## src/rtl/rd_idle_sel.sv

```systemverilog
module rd_idle_sel (
  input  logic        clk,
  input  logic        rst_n,
  input  logic [15:0] word_in,
  input  logic [1:0]  ctl_in,
  input  logic        idle_req,
  output logic [15:0] word_out,
  output logic [1:0]  ctl_out,
  output logic        disp_lo,
  output logic        disp_hi,
  output logic        disp_end
);

  localparam logic [7:0] COMMA   = 8'hBC;
  localparam logic [7:0] IDLE_RP = 8'hC5;
  localparam logic [7:0] IDLE_RN = 8'h50;

  function automatic logic flip_of(input logic [7:0] b, input logic is_k);
    logic u5, u3;
    case (b[4:0])
      5'd0, 5'd1, 5'd2, 5'd4, 5'd8, 5'd15, 5'd16, 5'd23,
      5'd24, 5'd27, 5'd29, 5'd30, 5'd31: u5 = 1'b1;
      default: u5 = 1'b0;
    endcase
    case (b[7:5])
      3'd0, 3'd4, 3'd7: u3 = 1'b1;
      default: u3 = 1'b0;
    endcase
    return is_k ? 1'b1 : (u5 ^ u3);
  endfunction

  logic [15:0] word_q;
  logic [1:0]  ctl_q;
  logic        idle_q, flo_q, fhi_q, rd_q;

  always_ff @(posedge clk or negedge rst_n) begin
    if (!rst_n) begin
      word_q <= '0;
      ctl_q  <= '0;
      idle_q <= 1'b0;
      flo_q  <= 1'b0;
      fhi_q  <= 1'b0;
      rd_q   <= 1'b0;
    end else begin
      word_q <= word_in;
      ctl_q  <= ctl_in;
      idle_q <= idle_req;
      flo_q  <= flip_of(word_in[7:0], ctl_in[0]);
      fhi_q  <= flip_of(word_in[15:8], ctl_in[1]);
      rd_q   <= disp_end;
    end
  end

  assign disp_lo  = rd_q;
  assign word_out = idle_q ? {(rd_q ? IDLE_RP : IDLE_RN), COMMA} : word_q;
  assign ctl_out  = idle_q ? 2'b01 : ctl_q;
  assign disp_hi  = idle_q ? ~rd_q : (rd_q ^ flo_q);
  assign disp_end = idle_q ? 1'b0 : (disp_hi ^ fhi_q);

  AST_DATA_PASS: assert property (@(posedge clk) disable iff (!rst_n)
    !idle_req |=> (word_out == $past(word_in) && ctl_out == $past(ctl_in)));
  AST_RD_CHAIN: assert property (@(posedge clk) disable iff (!rst_n)
    1'b1 |=> (disp_lo == $past(disp_end)));
  AST_IDLE_COMMA: assert property (@(posedge clk) disable iff (!rst_n)
    idle_req |=> (ctl_out == 2'b01 && word_out[7:0] == 8'hBC));
  AST_IDLE_PICK: assert property (@(posedge clk) disable iff (!rst_n)
    idle_req |=> (word_out[15:8] == (disp_lo ? 8'hC5 : 8'h50) && disp_hi != disp_lo));
  AST_IDLE_NEG: assert property (@(posedge clk) disable iff (!rst_n)
    idle_req ##1 1'b1 |=> !disp_lo);

endmodule

```

## config.mk

```make
export PLATFORM = sky130hd
export DESIGN_NAME = rd_idle_sel
export DESIGN_NICKNAME = d
export VERILOG_FILES = /design/src/rtl/rd_idle_sel.sv
export SDC_FILE = /design/constraint.sdc
export NUM_CORES = 1
export LEC_CHECK = 0
export BUFFER_PORTS_ARGS = -buffer_cell sky130_fd_sc_hd__buf_4
export CORE_AREA = 4 4 71 73
export CTS_CLUSTER_SIZE = 24
export DETAILED_ROUTE_END_ITERATION = 12
export DIE_AREA = 0 0 75 77
export GPL_TIMING_DRIVEN = 0
export MAX_ROUTING_LAYER = met4
export SLEW_MARGIN = 20
export SYNTH_ARGS = -nofsm -noshare
export SYNTH_HDL_FRONTEND = slang
export SYNTH_SLANG_ARGS = --single-unit
export TNS_END_PERCENT = 5
```

## constraint.sdc

```tcl
create_clock -name clk -period 1.1 [get_ports clk]
set_input_delay 0.11 -clock clk [delete_from_list [all_inputs] [get_ports clk]]
set_output_delay 0.11 -clock clk [all_outputs]
set_load 0.1 [all_outputs]
```

==> run metrics <==
Vias per Instance 4.48; Final Cycle Share 135%; drt drc 0; initial antenna violation count 0; gate count of the mapped netlist 101; share of layout cells above drive strength 1 48.2%; Yosys reg bits 22; largest net degree at the start of global routing 23; antenna fix cells 0; post-synth cell types 26; post-DP HPWL 2.06 mm; Post-Place Setup Slack -448 ps; Least-Margin Pin Slew 425 ps; status finished, violations left; RSZ-0062 raised after global routing true; TritonCTS clock tree done; slew margin rel. 71.6%; final hold vios 0; CP startpoint idle_q; GRT Util Overall 11.7%; worst hold slack 25.9 ps; die span in y 77 microns; Worst Min Path Start word_in[11]; min cycle time layout 1490 ps; Post-synth EDFFs 0; First DRT Iteration DRCs 25; die width 75 microns; Startpoint Class register; max_cap viols 0; H-tree depth 1; Rows 24; Area Overhead vs Synth 107%; Post-Synthesis Cell Area 1090 sq um; ys flop type dfrtp_1; antenna-violating nets left 0; Data required, critical path 990 ps; gr ovfl total 0; Reg clk slew, reported paths 80 ps; nets 198; critical path arrival 1380 ps; final setup margin -389 ps; # IOs 42; Starting Density 25.0%; failing checks negative setup slack; commonest cells in the netlist dfrtp_1 (22), inv_1 (10), nor2_1 (9), nor2b_1 (9), ha_1 (8); worst clock skew 1.71 ps; Max Slew Vio Count 0; clk_lat worst skew 260 ps; average wire per standard cell 14.0 microns; pwr dens 1430 nW/um^2; yosys warns 0; leading area contributor after synthesis dfrtp_1; drt pass-1 iters 4; core region area 4350 sq um; via count 986; Post-Syn Area per Cell 10.8 sq um; cts bufs inserted 3; asr flop ratio synth 100%; GP Congestion 0.757; sequential area share after synthesis 50.6%; f_max 0.672 GHz; synth top area cells dfrtp_1 (51%), ha_1 (9.2%), nor2b_1 (5.2%); first-pass GRT wire length 5.04 mm; die area 5780 sq um; VDD IR max 0.000792 V; Synth top area share 50.6%; worst-path maximum fanout 5; DRT Wirelength 3.09 mm; final setup vio count 22; clk sinks 22; Leak 1.03 nW; input/output buffers 41; CP Class reg -> out; CTS max path bufs 2; CTS root buf clkbuf_8; vias in the first global route 1,127; Hold/Removal Path Class in -> reg; CP Capture Type output port; syn_nets 130; worst flop-to-flop path startpoint flo_q; most frequent cell after synthesis dfrtp_1
==> worst max-delay path, stage by stage (launching register included) <==
cell       delay (ps)
dfrtp_2           480
clkbuf_16         200
mux2i_4           240
buf_12            190
==> stage by stage <==
stage                     util (%)  cells  cell area, sq um  TNS [ps]  total power [W]
after global routing          51.9    220              2260     -7490          0.00336
after CTS                     51.2    219              2230     -6660          0.00324
final                         51.9    220              2260     -6480          0.00323
after global placement        36.8    194              1600     -5460          0.00210
after floorplan                  -    101              1230     -5400          0.00185
after detailed placement      36.8    194              1600     -6090          0.00213
==> final timing paths <==
check                                     to  slack [ps]  cells past startpoint
worst max register to register       disp_lo          90                      3
worst min-delay path              word_q[11]          30                      1
min in group asynchronous         word_q[10]         280                      2
max in group asynchronous            disp_lo         580                      2
worst min register to register       disp_lo         720                      3
worst max-delay path            word_out[12]        -390                      3
==> cells by family (layout without fill, tap and decap cells) <==
| family | Yosys count | after routing | share of synthesized area, % |
|---|---|---|---|
| simple gates | 38 | 38 | 19.0 |
| flops | 22 | 22 | 50.6 |
| compound gates | 12 | 12 | 7.93 |
| buf+inv | 12 | 79 | 4.14 |
| fa+ha+maj | 8 | 8 | 9.20 |
| xor+xnor | 5 | 5 | 4.02 |
| mux | 4 | 4 | 5.17 |
==> cells in the final DEF, fill, tap and decap left out, types with 2 or more instances in the layout <==
cell,instances
and3_1,3
nor2_1,7
nand2_1,3
dfrtp_1,20
or2_4,7
xor2_1,2
buf_12,20
nor3_1,2
o21ai_4,3
mux2i_1,2
clkbuf_16,3
ha_1,8
dlygate4sd3_1,19
inv_1,9
nor2b_1,2
nor2b_4,7
buf_4,21
clkbuf_8,4
==> routing by layer <==
layer  wire [microns]  vias to the layer above  global-route usage (%)
met5                0                        -                       -
met4                0                        0                    1.78
met3              218                        0                    3.01
met2             1710                       37                    21.8
met1             1160                      482                    12.3
li1                 -                      467                       -
==> power breakdown <==
group	total [W]	internal (W)	switching, W
registers	0.000949	0.000869	0.0000798
clock network	0.000748	0.000486	0.000263
logic	0.00154	0.000621	0.000915
total	0.00323	0.00198	0.00126
==> area by class of cell <==
class | count | area, sq um
buffer | 2 | 50.0
clock buffer | 3 | 41.3
clock inverter | 1 | 30.0
fill | 360 | 2100
inverter | 10 | 37.5
multi-input combinational | 67 | 677
sequential | 22 | 556
tap | 52 | 65.1
timing repair buffer | 63 | 802
==> what timing repair did <==
item                                   CTS  global route
cloned                                   2             0
pin swaps                               12             0
setup buffers                            0             1
resized for setup                       83             4
hold buffers                            19             0
setup endpoints to repair               22            23
endpoints found under the hold margin   40             0
==> flip-flops by register name (all words and copies together), names as in the netlist <==
| name | flops |
|---|---|
| word_q | 16 |
| ctl_q | 2 |
| disp_lo | 1 |
| fhi_q | 1 |
| flo_q | 1 |
| idle_q | 1 |
Note: power is estimated with default switching activity, not from simulation.
